File: src/rtl/irq_prio_pkg.sv
package irq_prio_pkg;
  localparam int REG_ADDR_W = 2;
  localparam logic [REG_ADDR_W-1:0] ADDR_PEND = 2'd0;
  localparam logic [REG_ADDR_W-1:0] ADDR_PRIO_HI = 2'd1;
  localparam logic [REG_ADDR_W-1:0] ADDR_PRIO_LO = 2'd2;
  localparam logic [REG_ADDR_W-1:0] ADDR_GCTRL = 2'd3;

  typedef struct packed {
    logic pendWr;
    logic hiWr;
    logic loWr;
    logic ackClr;
    logic gieSet;
    logic gieClr;
  } ctrlStrobes_t;
endpackage

File: src/rtl/irq_ctrl.sv
module irq_ctrl
  import irq_prio_pkg::*;
(
  input  logic                  clk,
  input  logic                  rstN,
  input  logic [REG_ADDR_W-1:0] regAddr,
  input  logic                  regWr,
  input  logic                  wdataBit0,
  input  logic                  diStrobe,
  input  logic                  ack,
  input  logic                  vecValid,
  output ctrlStrobes_t          strobes,
  output logic                  gie
);
  logic ctrlWr;

  always_comb begin
    ctrlWr          = regWr && (regAddr == ADDR_GCTRL);
    strobes.pendWr  = regWr && (regAddr == ADDR_PEND);
    strobes.hiWr    = regWr && (regAddr == ADDR_PRIO_HI);
    strobes.loWr    = regWr && (regAddr == ADDR_PRIO_LO);
    strobes.ackClr  = ack && vecValid;
    strobes.gieSet  = ctrlWr && wdataBit0;
    strobes.gieClr  = diStrobe || (ack && vecValid) || (ctrlWr && !wdataBit0);
  end

  // The clear wins over the set.
  always_ff @(posedge clk) begin
    if (!rstN)               gie <= 1'b0;
    else if (strobes.gieClr) gie <= 1'b0;
    else if (strobes.gieSet) gie <= 1'b1;
  end


  ack_drops_gie_chk: assert property (@(posedge clk) disable iff (!rstN)
    (ack && vecValid) |=> !gie);


  di_drops_gie_chk: assert property (@(posedge clk) disable iff (!rstN)
    diStrobe |=> !gie);
endmodule

File: src/rtl/irq_datapath.sv
module irq_datapath
  import irq_prio_pkg::*;
#(
  parameter int NUM_SRC = 8,
  parameter logic [NUM_SRC-1:0] TRAP_MASK = 1,
  localparam int IDX_W = $clog2(NUM_SRC)
) (
  input  logic                  clk,
  input  logic                  rstN,
  input  ctrlStrobes_t          strobes,
  input  logic [REG_ADDR_W-1:0] regAddr,
  input  logic [NUM_SRC-1:0]    regWdata,
  input  logic [NUM_SRC-1:0]    srcPulse,
  input  logic                  gie,
  output logic [NUM_SRC-1:0]    regRdata,
  output logic                  vecValid,
  output logic [IDX_W-1:0]      vecIndex
);
  logic [NUM_SRC-1:0] pend, pendNext;
  logic [NUM_SRC-1:0] prioHi, prioLo;
  logic [NUM_SRC-1:0] elig;
  logic [1:0]         effLvl [NUM_SRC];
  logic               found;
  logic [IDX_W-1:0]   winIdx;

  // Pending register: a pulse sets the bit and wins over any clear.
  always_comb begin
    pendNext = strobes.pendWr ? regWdata : pend;
    if (strobes.ackClr) pendNext[vecIndex] = 1'b0;
    pendNext = pendNext | srcPulse;
  end

  always_ff @(posedge clk) begin
    if (!rstN) begin
      pend   <= '0;
      prioHi <= '0;
      prioLo <= '0;
    end else begin
      pend <= pendNext;
      if (strobes.hiWr) prioHi <= regWdata;
      if (strobes.loWr) prioLo <= regWdata;
    end
  end

  // Effective level and eligibility of each source.
  for (genvar i = 0; i < NUM_SRC; i++) begin : g_src
    if (TRAP_MASK[i]) begin : g_trap
      assign effLvl[i] = 2'b11;
      assign elig[i]   = pend[i];
    end else begin : g_norm
      assign effLvl[i] = {prioHi[i], prioLo[i]};
      assign elig[i]   = pend[i] && (effLvl[i] != 2'b00) && gie;
    end
  end

  // Highest level first, then the lowest index within that level.
  always_comb begin
    found  = 1'b0;
    winIdx = '0;
    for (int lv = 3; lv >= 1; lv--) begin
      for (int i = 0; i < NUM_SRC; i++) begin
        if (!found && elig[i] && (effLvl[i] == 2'(lv))) begin
          found  = 1'b1;
          winIdx = IDX_W'(i);
        end
      end
    end
  end

  // The winner is held until it is acknowledged or stops being eligible.
  always_ff @(posedge clk) begin
    if (!rstN) begin
      vecValid <= 1'b0;
      vecIndex <= '0;
    end else if (vecValid) begin
      if (strobes.ackClr || !elig[vecIndex]) vecValid <= 1'b0;
    end else begin
      vecValid <= found;
      vecIndex <= winIdx;
    end
  end

  always_comb begin
    case (regAddr)
      ADDR_PEND:    regRdata = pend;
      ADDR_PRIO_HI: regRdata = prioHi;
      ADDR_PRIO_LO: regRdata = prioLo;
      default:      regRdata = {{(NUM_SRC-1){1'b0}}, gie};
    endcase
  end


  pulse_latched_chk: assert property (@(posedge clk) disable iff (!rstN)
    (srcPulse != '0) |=> ((pend & $past(srcPulse)) == $past(srcPulse)));


  index_held_chk: assert property (@(posedge clk) disable iff (!rstN)
    (vecValid && !strobes.ackClr) |=> (!vecValid || (vecIndex == $past(vecIndex))));


  ack_clears_chk: assert property (@(posedge clk) disable iff (!rstN)
    (strobes.ackClr && !srcPulse[vecIndex]) |=> !pend[$past(vecIndex)]);
endmodule

File: src/rtl/irq_prio_ctrl.sv
module irq_prio_ctrl
  import irq_prio_pkg::*;
#(
  parameter int NUM_SRC = 8,
  parameter logic [NUM_SRC-1:0] TRAP_MASK = 1
) (
  input  logic                       clk,
  input  logic                       rstN,
  input  logic [NUM_SRC-1:0]         srcPulse,
  input  logic [1:0]                 regAddr,
  input  logic                       regWr,
  input  logic [NUM_SRC-1:0]         regWdata,
  output logic [NUM_SRC-1:0]         regRdata,
  input  logic                       diStrobe,
  input  logic                       ack,
  output logic                       vecValid,
  output logic [$clog2(NUM_SRC)-1:0] vecIndex
);
  ctrlStrobes_t strobes;
  logic         gie;

  irq_ctrl u_ctrl (
    .clk(clk), .rstN(rstN), .regAddr(regAddr), .regWr(regWr),
    .wdataBit0(regWdata[0]), .diStrobe(diStrobe), .ack(ack),
    .vecValid(vecValid), .strobes(strobes), .gie(gie)
  );

  irq_datapath #(.NUM_SRC(NUM_SRC), .TRAP_MASK(TRAP_MASK)) u_dp (
    .clk(clk), .rstN(rstN), .strobes(strobes), .regAddr(regAddr),
    .regWdata(regWdata), .srcPulse(srcPulse), .gie(gie),
    .regRdata(regRdata), .vecValid(vecValid), .vecIndex(vecIndex)
  );
endmodule

File: config.mk
export PLATFORM = sky130hd
export DESIGN_NAME = irq_prio_ctrl
export DESIGN_NICKNAME = d
export VERILOG_FILES = /design/src/rtl/irq_prio_pkg.sv /design/src/rtl/irq_ctrl.sv /design/src/rtl/irq_datapath.sv /design/src/rtl/irq_prio_ctrl.sv
export SDC_FILE = /design/constraint.sdc
export NUM_CORES = 1
export LEC_CHECK = 0
export ABC_AREA = 0
export BUFFER_PORTS_ARGS = -buffer_cell sky130_fd_sc_hd__buf_2
export CORE_ASPECT_RATIO = 0.75
export CORE_MARGIN = 3
export CORE_UTILIZATION = 57
export CTS_BUF_LIST = sky130_fd_sc_hd__clkbuf_16
export DETAILED_ROUTE_END_ITERATION = 10
export GPL_ROUTABILITY_DRIVEN = 0
export PLACE_DENSITY_LB_ADDON = 0.08
export REMOVE_ABC_BUFFERS = 1
export SLEW_MARGIN = 5
export SYNTH_ARGS = -nofsm -noshare
export SYNTH_HDL_FRONTEND = slang
export SYNTH_SLANG_ARGS = --single-unit
File: constraint.sdc
create_clock -name clk -period 4.3 [get_ports clk]
set_clock_uncertainty 0.05 [all_clocks]
set_input_delay 0.43 -clock clk [delete_from_list [all_inputs] [get_ports clk]]
set_output_delay 0.43 -clock clk [all_outputs]
set_load 0.02 [all_outputs]
Yosys cells after proc, flatten, opt, wreduce, memory -nomap -nowiden
Cells that the tools add are included.
- flip-flop bits (word level): 29
- output and inout port bits: 12
- $lt $le $gt $ge: 2
- eq/ne operators: 24
- muxes and demuxes: 52
- bitwise operators: 4
- reduce and logical (&&, ||, !) cells: 99
- operator list (cell ; number):
    1-bit logical AND ; 64
    3-bit two-way mux ; 18
    2-bit == test (second input constant) ; 16
    1-bit two-way mux ; 27
    8-bit one-hot mux with 3 select lines ; 1
    1-bit zero test ; 23
    2-bit by 1-bit == test with 1-bit output (second input constant) ; 8
    8-bit two-way mux ; 2
    2-bit nonzero test ; 7
    8-bit AND ; 1
    8-bit inverter ; 1
    8-bit OR ; 1
    3-bit by 4-bit < comparator with 1-bit output (second input constant) ; 1
    2-bit two-way mux ; 2
    1-bit binary-select mux with 3-bit select ; 1
    1-bit demux with 3-bit select ; 1
    3-bit by 1-bit >= comparator with 1-bit output (second input constant) ; 1
    1-bit logical OR ; 3
    2-bit zero test ; 1
    2-bit OR reduction ; 1
    1-bit inverter ; 1

Longest topological paths before layout
- depth in word-level cells: 87
- gate-level depth with buffers: 9

Modules after synthesis
A second synthesis with hierarchy kept.
- cell total of the unflattened synthesis: 232
- area total of the unflattened synthesis: 2029.4 um^2
- by module, submodules not included (module ; instances ; cells each ; area an instance (um^2) ; seq. area each (um^2)):
    irq_datapath ; 1 ; 219 ; 1941.9 ; 560.5
    irq_ctrl ; 1 ; 13 ; 87.6 ; 20.0

Worst setup path after synthesis
Ideal clock, no wire load.
- path type: register to register
- start: reg u_dp.prioHi[1]
- end: reg u_dp.vecIndex[0]
- arrival: 2.341 ns
- slack: 1.838 ns
- stages on the path, launching flop included: 9
- buffers on the path: 1
- cell sequence: dfxtp_1 > buf_6 > a41o_1 > nor3b_4 > nand4_2 > or4_4 > or3_1 > a311o_1 > a21oi_1
- longest elaborated chain between the ends: 86
- RTL lines (item ; RTL line ; source):
    from (decl) ; irq_datapath.sv:20 ; logic [NUM_SRC-1:0] prioHi, prioLo;
    from (signal assigned) ; irq_datapath.sv:40 ; if (strobes.hiWr) prioHi <= regWdata;
    2-bit nonzero test ; irq_datapath.sv:52 ; assign elig[i] = pend[i] && (effLvl[i] != 2'b00) && gie;
    1-bit logical AND (2 in a row) ; irq_datapath.sv:52 ;
    1-bit logical AND (2 in a row) ; irq_datapath.sv:62 ; if (!found && elig[i] && (effLvl[i] == 2'(lv))) begin
    1-bit two-way mux ; irq_datapath.sv:62 ;
    1-bit zero test ; irq_datapath.sv:62 ;
    1-bit logical AND (2 in a row) ; irq_datapath.sv:62 ;
    1-bit two-way mux ; irq_datapath.sv:62 ;
    1-bit zero test ; irq_datapath.sv:62 ;
    [... 64 more ...] ; n/a ;
    1-bit logical AND (2 in a row) ; irq_datapath.sv:62 ;
    1-bit two-way mux ; irq_datapath.sv:62 ;
    1-bit zero test ; irq_datapath.sv:62 ;
    1-bit logical AND (2 in a row) ; irq_datapath.sv:62 ;
    1-bit two-way mux ; irq_datapath.sv:62 ;
    1-bit zero test ; irq_datapath.sv:62 ;
    1-bit logical AND (2 in a row) ; irq_datapath.sv:62 ;
    3-bit two-way mux * ; irq_datapath.sv:62 ;
    to (signal assigned) ; irq_datapath.sv:79 ; vecIndex <= winIdx;
    to (decl) ; irq_datapath.sv:17 ; output logic [IDX_W-1:0] vecIndex
Every way passes the cells marked *; elsewhere a longest branch is shown, timed or not.
A chain may end at the register's enable or synchronous reset.

Worst setup path in the final report
- start: reg u_ctrl.gie
- end: reg u_dp.vecIndex[0]
- longest elaborated chain between the ends: 84
- RTL lines (item ; RTL line ; source):
    from (decl) ; irq_ctrl.sv:13 ; output logic gie
    from (signal assigned) ; irq_ctrl.sv:29 ; if (!rstN) gie <= 1'b0;
    from (signal assigned) ; irq_ctrl.sv:30 ; else if (strobes.gieClr) gie <= 1'b0;
    from (signal assigned) ; irq_ctrl.sv:31 ; else if (strobes.gieSet) gie <= 1'b1;
    1-bit logical AND ; irq_datapath.sv:52 ;
    1-bit logical AND (2 in a row) ; irq_datapath.sv:62 ;
    1-bit two-way mux ; irq_datapath.sv:62 ;
    1-bit zero test ; irq_datapath.sv:62 ;
    1-bit logical AND (2 in a row) ; irq_datapath.sv:62 ;
    1-bit two-way mux ; irq_datapath.sv:62 ;
    1-bit zero test ; irq_datapath.sv:62 ;
    1-bit logical AND (2 in a row) ; irq_datapath.sv:62 ;
    [... 62 more ...] ; n/a ;
    1-bit logical AND (2 in a row) ; irq_datapath.sv:62 ;
    1-bit two-way mux ; irq_datapath.sv:62 ;
    1-bit zero test ; irq_datapath.sv:62 ;
    1-bit logical AND (2 in a row) ; irq_datapath.sv:62 ;
    1-bit two-way mux ; irq_datapath.sv:62 ;
    1-bit zero test ; irq_datapath.sv:62 ;
    1-bit logical AND (2 in a row) ; irq_datapath.sv:62 ;
    3-bit two-way mux * ; irq_datapath.sv:62 ;
Marks and branches as above.

==> flow_metrics.py <==
metrics = {
    "logic_synthesis": {
        "synth_top_area_cell": "dfxtp_1",
        "synthDominantCellAreaShare": 0.296,
        "ys_seq_area_frac": 0.296,
        "ys_ff_latch": 29,
        "postSynthAreaPerCell_um2": 7.57,
        "ys_warn_count": 0,
        "syn_inst": 259,
        "synthTopCellsByArea": "dfxtp_1 30%, mux2i_1 9.2%, nor2_1 7.3%",
        "synth_cell_types": 50,
        "synthesis.area_um2": 1960,
    },
    "die": {
        "fp.dieW_um": 73.7,
        "initial_core_util": 0.632,
        "io_pins": 35,
        "core-area_um2": 3110,
        "rows": 17,
        "die_h_um": 56.8,
        "dieArea_um2": 4190,
    },
    "global_route": {
        "grt_pass1_wl_um": 9240,
        "antenna_found_initial": 0,
        "grt_start_max_net_pins": 33,
        "grt.total_usage": 0.287,
        "overflow": 0,
        "grt_pass1_vias": 1882,
    },
    "clocking": {
        "ctsLongestPathBuffers": 2,
        "cts_resized": 0,
        "ctsHoldBuffers": 0,
        "cts_root_buf": "clkbuf_16",
        "cts.clk_slew.worst_paths_ns": 0.05,
        "clock_sinks": 29,
        "clock_latency_ns": 0.27,
        "htreeDepth": 2,
        "post_cts_buffers": 0,
        "cts_buffers": 5,
        "cts_tree": "done",
    },
    "worst_setup_path": {
        "critPathLaunchType": "flip-flop",
        "critPathMaxFanout": 32,
        "crit_path_end_kind": "flip-flop",
        "rr_startpoint": "u_ctrl.gie$_SDFFE_PP0P_",
        "r2r_slack_ns": 1.23,
        "cp-startpoint": "u_ctrl.gie$_SDFFE_PP0P_",
        "cp.required_ns": 4.45,
        "setup.worst_path.class": "flip-flop to flip-flop",
        "reg2regPathDepth": 7,
        "worstPathArrival_ns": 3.23,
        "r2r_end": "u_dp.vecIndex[0]$_SDFFE_PN0N_",
    },
    "cells_and_area": {
        "finalNetCount": 307,
        "stdcell_count": 323,
        "final_cell_mix": "38 x nor2_1, 34 x buf_2, 29 x dfxtp_1",
        "n_antenna_cell": 0,
        "drive_above_1_share": 0.179,
        "syn_to_final_growth_pct": 14.7,
        "finalInstanceArea_um2": 2250,
        "final_common_cell": "nor2_1",
    },
    "power": {
        "irDropWorstVdd_uv": 319,
        "p_leak_nw": 0.951,
        "power_density_nw_per_um2": 325,
    },
    "timing": {
        "setup_viol_count_final": 0,
        "hold_ws_ns": 0.284,
        "rsz0062_at_grt": "false",
        "setup_tns_ns": 0,
        "hold_viol": 0,
        "worstMarginPinSlew_ns": 1.16,
        "slew_violations": 0,
        "final.period_utilization": 0.714,
        "fin_crit_ns": 3.07,
        "max_freq_ghz": 0.325,
        "maxSlewHeadroom": 0.225,
    },
    "status": {
        "status": "complete, no violations",
    },
    "place": {
        "io_buffer_count": 34,
        "dp_cells": 315,
        "dp_hpwl_um": 3980,
        "postPlaceCellArea_um2": 2110,
    },
    "detailed_routing": {
        "firstDrtPassIters": 5,
        "vias": 2172,
        "ant_nets": 0,
        "first_iter_violations": 357,
        "wl_per_cell_um": 17.8,
        "drc": 0,
        "vias_per_cell": 6.72,
        "routed_wl_um": 5750,
    },
    "hold_path": {
        "worstHoldPathCells": 2,
        "hp-start": "diStrobe",
        "hold_class": "input port to flip-flop",
        "min_to": "u_ctrl.gie$_SDFFE_PP0P_",
    },
    "job": {
        "max_cap_violations": 0,
    },
}
power breakdown:
group / leakage [nW] / internal (mW) / total (mW) / switching (mW)
logic: 0.644 / 0.0409 / 0.0997 / 0.0588
registers: 0.238 / 0.283 / 0.310 / 0.0271
clock network: 0.0687 / 0.208 / 0.322 / 0.113
total: 0.951 / 0.532 / 0.731 / 0.199
cell families after synthesis:
logic type      Yosys count  synth area share
mux                      19             0.103
flops                    29             0.296
buf+inv                  24            0.0517
compound gates           69             0.228
simple gates            118             0.321
state kept, by name, summed over array words and instances (netlist names):
signal / count
u_dp.vecIndex: 3
u_dp.prioHi: 8
u_dp.prioLo: 8
u_dp.vecValid: 1
u_dp.pend: 8
u_ctrl.gie: 1
worst max path at each step:
stage | end
after CTS | u_dp.vecIndex[0]$_SDFFE_PN0N_
after detailed placement | u_dp.vecIndex[0]$_SDFFE_PN0N_
final | u_dp.vecIndex[0]$_SDFFE_PN0N_
after global placement | u_dp.vecIndex[0]$_SDFFE_PN0N_
after floorplan | u_dp.vecIndex[0]$_SDFFE_PN0N_
after global routing | u_dp.vecIndex[0]$_SDFFE_PN0N_
routing by layer:
metal  vias to the layer above  wire [um]  track usage
li1                       1015          -            -
met5                         -          0            0
met2                       151       2490        0.395
met1                       993       2480        0.436
met4                         0         74       0.0879
met3                        13        704       0.0608
critical path, cell delays in order, from the launching register on:
cell and delay [ns]:
dfxtp_1 0.64, and4_1 0.41, nor3b_4 0.30, nand4_2 0.22
or4_4 0.58, or3_1 0.32, a311o_1 0.35, a21oi_1 0.14
per-stage QoR:
step / power, mW / worst slack, ns / util
after CTS: 0.731 / 1.28 / 0.724
after global placement: 0.410 / 1.39 / 0.680
final: 0.731 / 1.23 / 0.724
after floorplan: 0.366 / 1.57 / -
after detailed placement: 0.411 / 1.31 / 0.680
after global routing: 0.758 / 1.06 / 0.724
synth_stat cells (all sizes together):
master	number
or3	1
o2111ai	3
nor3b	2
nand4b	2
and2	2
nand3	22
o22a	2
nand2b	3
o21ai	13
a22oi	1
a211o	1
clkinv	1
nor4	3
nand2	24
o211ai	4
nand4	8
a21oi	23
buf	7
o311a	1
a41oi	1
o31a	1
and4b	4
nor3	3
mux4	1
dfxtp	29
o22ai	8
a2111oi	1
a311oi	1
clkbuf	10
o21bai	1
nand3b	2
a221oi	1
mux2i	18
nor2b	1
o2111a	1
a41o	1
a31oi	3
and4	2
o31ai	1
inv	6
nor2	38
a311o	1
or4	1
final cells by class:
class / instances / area [um^2]
sequential: 29 / 581
clock buffer: 5 / 125
timing repair buffer: 35 / 178
clock inverter: 3 / 12.5
fill: 255 / 856
tap: 38 / 47.5
inverter: 7 / 26.3
multi-input combinational: 206 / 1280
Note: power is estimated with default switching activity, not from simulation.
